**src/rtl/baud_timer_pkg.sv**
```systemverilog
package baud_timer_pkg;

   localparam int unsigned NUM_CH = 2;
   localparam int unsigned CH_RX  = 0;
   localparam int unsigned CH_TX  = 1;

   typedef enum logic {
      TB_SYSCLK = 1'b0,
      TB_PIN    = 1'b1
   } tbase_e;

endpackage

```
**src/rtl/btg_sync_edge.sv**
```systemverilog
module btg_sync_edge #(
   parameter int unsigned STAGES = 2
) (
   input  logic clk,
   input  logic rst_n,
   input  logic pin,
   output logic fall
);

   logic [STAGES-1:0] chain_q;
   logic              last_q;

   always_ff @(posedge clk) begin
      if (!rst_n) begin
         chain_q <= '0;
         last_q  <= 1'b0;
      end else begin
         chain_q <= {chain_q[STAGES-2:0], pin};
         last_q  <= chain_q[STAGES-1];
      end
   end

   assign fall = last_q & ~chain_q[STAGES-1];

endmodule

```
**src/rtl/btg_timebase.sv**
```systemverilog
module btg_timebase
   import baud_timer_pkg::*;
#(
   parameter int unsigned PRESCALE_LOG2 = 1
) (
   input  logic clk,
   input  logic rst_n,
   input  logic run_en,
   input  logic src_ext,
   input  logic pin_fall,
   output logic inc
);

   logic   int_step;
   tbase_e tbase;

   assign tbase = tbase_e'(src_ext);

   generate
      if (PRESCALE_LOG2 == 0) begin : g_no_pre
         assign int_step = 1'b1;
      end else begin : g_pre
         logic [PRESCALE_LOG2-1:0] pre_q;
         always_ff @(posedge clk) begin
            if (!rst_n) begin
               pre_q <= '0;
            end else if (run_en) begin
               pre_q <= pre_q + 1'b1;
            end
         end
         assign int_step = &pre_q;
      end
   endgenerate

   always_comb begin
      unique case (tbase)
         TB_PIN:  inc = run_en & pin_fall;
         default: inc = run_en & int_step;
      endcase
   end

endmodule

```
**src/rtl/btg_reload_counter.sv**
```systemverilog
module btg_reload_counter #(
   parameter int unsigned CNT_W = 16
) (
   input  logic             clk,
   input  logic             rst_n,
   input  logic             inc,
   input  logic             rl_we,
   input  logic [CNT_W-1:0] rl_wdata,
   output logic [CNT_W-1:0] cnt,
   output logic [CNT_W-1:0] rl_val,
   output logic             ovf
);

   localparam logic [CNT_W-1:0] CNT_MAX = {CNT_W{1'b1}};

   logic [CNT_W-1:0] cnt_q;
   logic [CNT_W-1:0] rl_q;
   logic             ovf_q;
   logic             at_max;

   assign at_max = (cnt_q == CNT_MAX);

   always_ff @(posedge clk) begin
      if (!rst_n) begin
         rl_q <= '0;
      end else if (rl_we) begin
         rl_q <= rl_wdata;
      end
   end

   always_ff @(posedge clk) begin
      if (!rst_n) begin
         cnt_q <= CNT_MAX;
         ovf_q <= 1'b0;
      end else begin
         ovf_q <= inc & at_max;
         if (inc) begin
            cnt_q <= at_max ? rl_q : cnt_q + 1'b1;
         end
      end
   end

   assign cnt    = cnt_q;
   assign rl_val = rl_q;
   assign ovf    = ovf_q;

endmodule

```
**src/rtl/btg_tick_div.sv**
```systemverilog
module btg_tick_div #(
   parameter int unsigned DIV_LOG2 = 4
) (
   input  logic clk,
   input  logic rst_n,
   input  logic src_tick,
   output logic tick
);

   logic [DIV_LOG2-1:0] ph_q;
   logic                tick_q;

   always_ff @(posedge clk) begin
      if (!rst_n) begin
         ph_q   <= '0;
         tick_q <= 1'b0;
      end else begin
         tick_q <= src_tick & (&ph_q);
         if (src_tick) begin
            ph_q <= ph_q + 1'b1;
         end
      end
   end

   assign tick = tick_q;

endmodule

```
**src/rtl/baud_timer_gen.sv**
```systemverilog
module baud_timer_gen
   import baud_timer_pkg::*;
#(
   parameter int unsigned CNT_W         = 16,
   parameter int unsigned TICK_DIV_LOG2 = 4,
   parameter int unsigned SYNC_STAGES   = 2,
   parameter int unsigned PRESCALE_LOG2 = 1
) (
   input  logic             clk,
   input  logic             rst_n,
   input  logic             ext_clk_pin,
   input  logic             trig_pin,
   input  logic             alt_ovf_tick,
   input  logic             run_en,
   input  logic             src_ext,
   input  logic             rx_sel,
   input  logic             tx_sel,
   input  logic             trig_en,
   input  logic             irq_en,
   input  logic             reload_we,
   input  logic [CNT_W-1:0] reload_wdata,
   input  logic             flag_clr,
   output logic             rx_tick,
   output logic             tx_tick,
   output logic             ext_flag,
   output logic             irq
);

   if (CNT_W < 2) begin : g_bad_cnt_w
      $error("CNT_W must be at least 2");
   end
   if (TICK_DIV_LOG2 < 1) begin : g_bad_div
      $error("TICK_DIV_LOG2 must be at least 1");
   end
   if (SYNC_STAGES < 2) begin : g_bad_sync
      $error("SYNC_STAGES must be at least 2");
   end

   logic             pin_fall;
   logic             trig_fall;
   logic             cnt_inc;
   logic             ovf_tick;
   logic [CNT_W-1:0] cnt_val;
   logic [CNT_W-1:0] reload_val;
   logic             flag_q;
   logic [NUM_CH-1:0] ch_sel;
   logic [NUM_CH-1:0] ch_tick;

   btg_sync_edge #(.STAGES(SYNC_STAGES)) u_clk_sync (
      .clk   (clk),
      .rst_n (rst_n),
      .pin   (ext_clk_pin),
      .fall  (pin_fall)
   );

   btg_sync_edge #(.STAGES(SYNC_STAGES)) u_trig_sync (
      .clk   (clk),
      .rst_n (rst_n),
      .pin   (trig_pin),
      .fall  (trig_fall)
   );

   btg_timebase #(.PRESCALE_LOG2(PRESCALE_LOG2)) u_tbase (
      .clk      (clk),
      .rst_n    (rst_n),
      .run_en   (run_en),
      .src_ext  (src_ext),
      .pin_fall (pin_fall),
      .inc      (cnt_inc)
   );

   btg_reload_counter #(.CNT_W(CNT_W)) u_cnt (
      .clk      (clk),
      .rst_n    (rst_n),
      .inc      (cnt_inc),
      .rl_we    (reload_we),
      .rl_wdata (reload_wdata),
      .cnt      (cnt_val),
      .rl_val   (reload_val),
      .ovf      (ovf_tick)
   );

   assign ch_sel[CH_RX] = rx_sel;
   assign ch_sel[CH_TX] = tx_sel;

   for (genvar c = 0; c < NUM_CH; c++) begin : g_ch
      logic src;
      assign src = ch_sel[c] ? ovf_tick : alt_ovf_tick;
      btg_tick_div #(.DIV_LOG2(TICK_DIV_LOG2)) u_div (
         .clk      (clk),
         .rst_n    (rst_n),
         .src_tick (src),
         .tick     (ch_tick[c])
      );
   end

   assign rx_tick = ch_tick[CH_RX];
   assign tx_tick = ch_tick[CH_TX];

   always_ff @(posedge clk) begin
      if (!rst_n) begin
         flag_q <= 1'b0;
      end else if (trig_fall && trig_en) begin
         flag_q <= 1'b1;
      end else if (flag_clr) begin
         flag_q <= 1'b0;
      end
   end

   assign ext_flag = flag_q;
   assign irq      = flag_q & irq_en;

endmodule

```
**config.mk**
```make
export PLATFORM = sky130hd
export DESIGN_NAME = baud_timer_gen
export DESIGN_NICKNAME = d
export VERILOG_FILES = /design/src/rtl/baud_timer_pkg.sv /design/src/rtl/btg_sync_edge.sv /design/src/rtl/btg_timebase.sv /design/src/rtl/btg_reload_counter.sv /design/src/rtl/btg_tick_div.sv /design/src/rtl/baud_timer_gen.sv
export SDC_FILE = /design/constraint.sdc
export NUM_CORES = 1
export LEC_CHECK = 0
export CORE_MARGIN = 3
export CORE_UTILIZATION = 58
export DETAILED_ROUTE_END_ITERATION = 6
export PLACE_DENSITY = 0.84
export SLEW_MARGIN = 20
export SYNTH_ARGS = -nofsm -noshare
export SYNTH_HDL_FRONTEND = slang
export SYNTH_HIERARCHICAL = 1
export SYNTH_SLANG_ARGS = --single-unit
```
**constraint.sdc**
```tcl
create_clock -name clk -period 4.1 [get_ports clk]
set_input_delay 0.82 -clock clk [delete_from_list [all_inputs] [get_ports clk]]
set_output_delay 0.82 -clock clk [all_outputs]
set_load 0.1 [all_outputs]
```
==> results list <==
* Post-CTS Setup Inserts: 0
- For this configuration, the core starts out at a cell density of 0.618.
- The min-delay analysis places its worst path in the category register to register.
- Count of port buffers added during placement: 32
- At the end of the flow the core is filled with cells to 0.728.
* Cell family contributing the most delay on the critical path: buffers and inverters
- Clock power share: 0.257
* Non-Filler Instances: 320
- The first global-routing pass estimated 8.01 mm of wire.
* Total clock buffers created by CTS: 5
* Number of top-level pins: 33
- In the routed layout, each cell is associated on average with a via count of 5.70.
- Number of rows in the core area: 22
- TritonCTS clock tree: yes
* Synth cell types: 55
- Setup repair after global routing left no endpoint under its margin.
* Core region area: 3770 µm²
- Number of cells on the critical path: 1
- CP max stage delay: 1.14 ns
* Number of warning messages in the yosys log: 6
- In the routed design, unresolved DRC markers number 0.
* Number of storage elements in the synthesis netlist: 51
- After clock tree synthesis, the repair step resized 0 gates.
- Share of flip-flops with an asynchronous set or reset after synthesis: 0
- Fraction of final layout cells sized beyond drive strength 1: 0.0993
* Fraction of the yosys area taken by sequential cells: 0.438
- Leakage: 1.23 nW
- Final slew viol count: 0
* Antenna cells: 0
- The longest clock path from root to sink contains 2 buffers.
- For this run, global-route usage on met1 was measured as 0.248.
- Die height: 69.4 µm
- Area growth from synthesis to layout: 17.7%
- VDD IR max: 0.247 mV
- Along the worst path, the maximum fanout reaches 3.
- The synthesized design spends more area on one cell type than any other, namely sky130_fd_sc_hd__dfxtp_1.
- The startpoint identified for the worst register-to-register timing path is u_cnt/cnt[0].
* Switching Fraction: 0.287
- Number of setup violations in the final report: 0
- Total negative slack for setup checks: 0 ns
* Slowest stage cell on the critical path: sky130_fd_sc_hd__clkdlybuf4s50_1
* Relative contribution of combinational cells to total power: 0.226
* Top flip-flop cell by instance count after synthesis: sky130_fd_sc_hd__dfxtp_1
- Clk Tree Root Cell: sky130_fd_sc_hd__clkbuf_8
- The total overflow left after global routing is 0.
* Headroom to the max-slew limit: 0.358
* Status: complete, no violations
* Total iterations of the first detailed-routing run: 4
- The HPWL after detailed placement is 3.18 mm.
* Max Cap Violations: 0
* Most instantiated library cell after synthesis: sky130_fd_sc_hd__dfxtp_1
- Number of instances in the synthesized netlist: 242
- Final ANT Viol Nets: 0
- The clock tree synthesis step divided the H-tree into 2 levels.
- For the pin with the worst max-slew slack, the measured transition is 0.960 ns.
- Of the post-synthesis cell area, the dominant cell type holds 0.438.
- Critical Path RT: 3.28 ns
- Critical path buffers and inverters: 1
- Between clock sinks in the finished design, the worst skew comes to 0.00545 ns.
* Post-layout min period: 2.60 ns
- The most critical setup path has its startpoint at ext_flag.
- The number of antenna violations at the first check in global routing was 0.
- Syn Std Cell Area: 2330 µm²
- Met3 Track Usage GR: 0.0594
* Total design power: 1.06 mW
- The die covers 4820 µm².
- Post-route cell area: 2740 µm²
* Flop pwr share: 0.517
- Total global routing track utilization: 0.199
- Launch instance of the worst min-delay path: u_clk_sync/chain_q[0]
* Number of enable-type register cells in the synthesized netlist: 0
* Type of the setup path with the least slack: register to output pin
- GR Layer Usage met2: 0.327
- Top achievable clock speed: 384 MHz
- Share of the clock period used by the worst path after layout: 0.635
- Most frequent cells after synthesis: sky130_fd_sc_hd__dfxtp_1, sky130_fd_sc_hd__mux2i_1, sky130_fd_sc_hd__nor2_1
- Clock slew at the register clock pins of the worst setup and hold paths: 0.09 ns
* Cells taking the most area after synthesis: sky130_fd_sc_hd__dfxtp_1, sky130_fd_sc_hd__mux2i_1, sky130_fd_sc_hd__nor2_1, sky130_fd_sc_hd__and2_1, sky130_fd_sc_hd__inv_1
- Clock tree synthesis found a total of 51 sinks.
- After global routing, the most crowded layer is met2.
* Power density over the cells: 385 nW/µm²
- The placed instances occupy a cell area of 2660 µm².
- Along the worst hold path, the cell count comes to 1.
- Net switching power: 0.303 mW
- WP data arrival: 1.78 ns
* Clock latency on the worst-skew pair: 0.30 ns
- At the end of the flow, the number of nets in the layout was 303.
- The internal portion of the total power is 0.752 mW.
- Including well taps, the total number of placed cells is 312.
- Post-CTS Hold Fix Bufs: 0
- Kind of start point of the critical path: register
- The final hold violation count is 0.
- The routed layout has 1825 vias.
* Type of destination of the critical path: output pin
* Synthesized Nets: 274
- The signal on the critical path passes through clkdlybuf4s50_1.
- Horiz. Die Dim: 69.4 µm
* Number of DRC markers after the initial detailed-route iteration: 113
- In the final routed layout, each cell accounts on average for 14.0 µm.
- Length in cells of the worst reg-to-reg path: 5
- Syn_area_per_cell: 9.64 µm²
- Via count of the first global-routing pass: 1818
- Summed over all layers, the routed wires come to 4.50 mm.
* Final weighted congestion of routability-driven global placement: 0.861
* Maximum number of pins on one net before global-route repair: 28
## final cells by class
class                      instances  area, µm²
fill                             306       1030
inverter                          13       48.8
tap                               48       60.1
clock buffer                       7       76.3
clock inverter                     1       5.00
multi-input combinational        166       1200
timing repair buffer              34        333
sequential                        51       1020
## path summary, 6_finish.rpt
check / endpoint / slack (ns)
worst max-delay path: ext_flag / 1.50
worst min-delay path: u_clk_sync/chain_q[1] / 0.43
worst max register to register: u_cnt/cnt[9] / 1.89
worst min register to register: u_clk_sync/chain_q[1] / 0.43
## through the flow
stage | hold WS, ns | setup slack, ns
2_1_floorplan | 0.406 | 1.47
3_3_place_gp | 0.409 | 1.34
3_5_place_dp | 0.414 | 1.29
4_1_cts | 0.435 | 1.49
5_1_grt | 0.447 | 1.41
6_report | 0.432 | 1.50
## layout by cell type (no fill, tap or decap), types with 6 or more instances in the layout
cell type | netlist | routed
sky130_fd_sc_hd__nor4_1 | 6 | 6
sky130_fd_sc_hd__dfxtp_1 | 51 | 51
sky130_fd_sc_hd__inv_1 | 13 | 13
sky130_fd_sc_hd__nand2_1 | 13 | 13
sky130_fd_sc_hd__and2_1 | 8 | 8
sky130_fd_sc_hd__mux2i_1 | 28 | 28
sky130_fd_sc_hd__clkdlybuf4s50_1 | 0 | 31
sky130_fd_sc_hd__nand4_1 | 6 | 6
sky130_fd_sc_hd__o21ai_0 | 9 | 9
sky130_fd_sc_hd__nor2_1 | 27 | 27
## state kept, by name, indices dropped and copies added, names as in the netlist
signal,cells
u_trig_sync/last_q,1
u_trig_sync/chain_q,2
u_clk_sync/chain_q,2
u_cnt/rl_val,16
u_cnt/ovf,1
u_clk_sync/last_q,1
g_ch.u_div/ph_q,8
u_cnt/cnt,16
u_tbase/g_pre.pre_q,1
ext_flag,1
g_ch.u_div/tick,2
## power groups by stage
stage	Combinational [mW]	Sequential, mW	Clock (mW)
6_report	0.238	0.546	0.271
4_1_cts	0.237	0.546	0.278
3_3_place_gp	0.231	0.556	0
5_1_grt	0.262	0.550	0.294
2_1_floorplan	0.175	0.551	0
3_5_place_dp	0.236	0.558	0
## cell families after synthesis
| family | after synthesis | synth area share |
|---|---|---|
| buffers and inverters | 25 | 0.0477 |
| muxes | 30 | 0.133 |
| adders and majority gates | 3 | 0.0161 |
| AOI/OAI and AO/OA | 41 | 0.128 |
| DFF | 51 | 0.438 |
| and+or+nand+nor | 89 | 0.226 |
| xor gates and xnor gates | 3 | 0.0113 |
## per-layer routing
metal  vias up  routed length (µm)
met2        53                2150
li1        923                   -
met3         4                 246
met1       845                2050
met4         0                  46
met5         -                   0
Note: power is estimated with default switching activity, not from simulation.
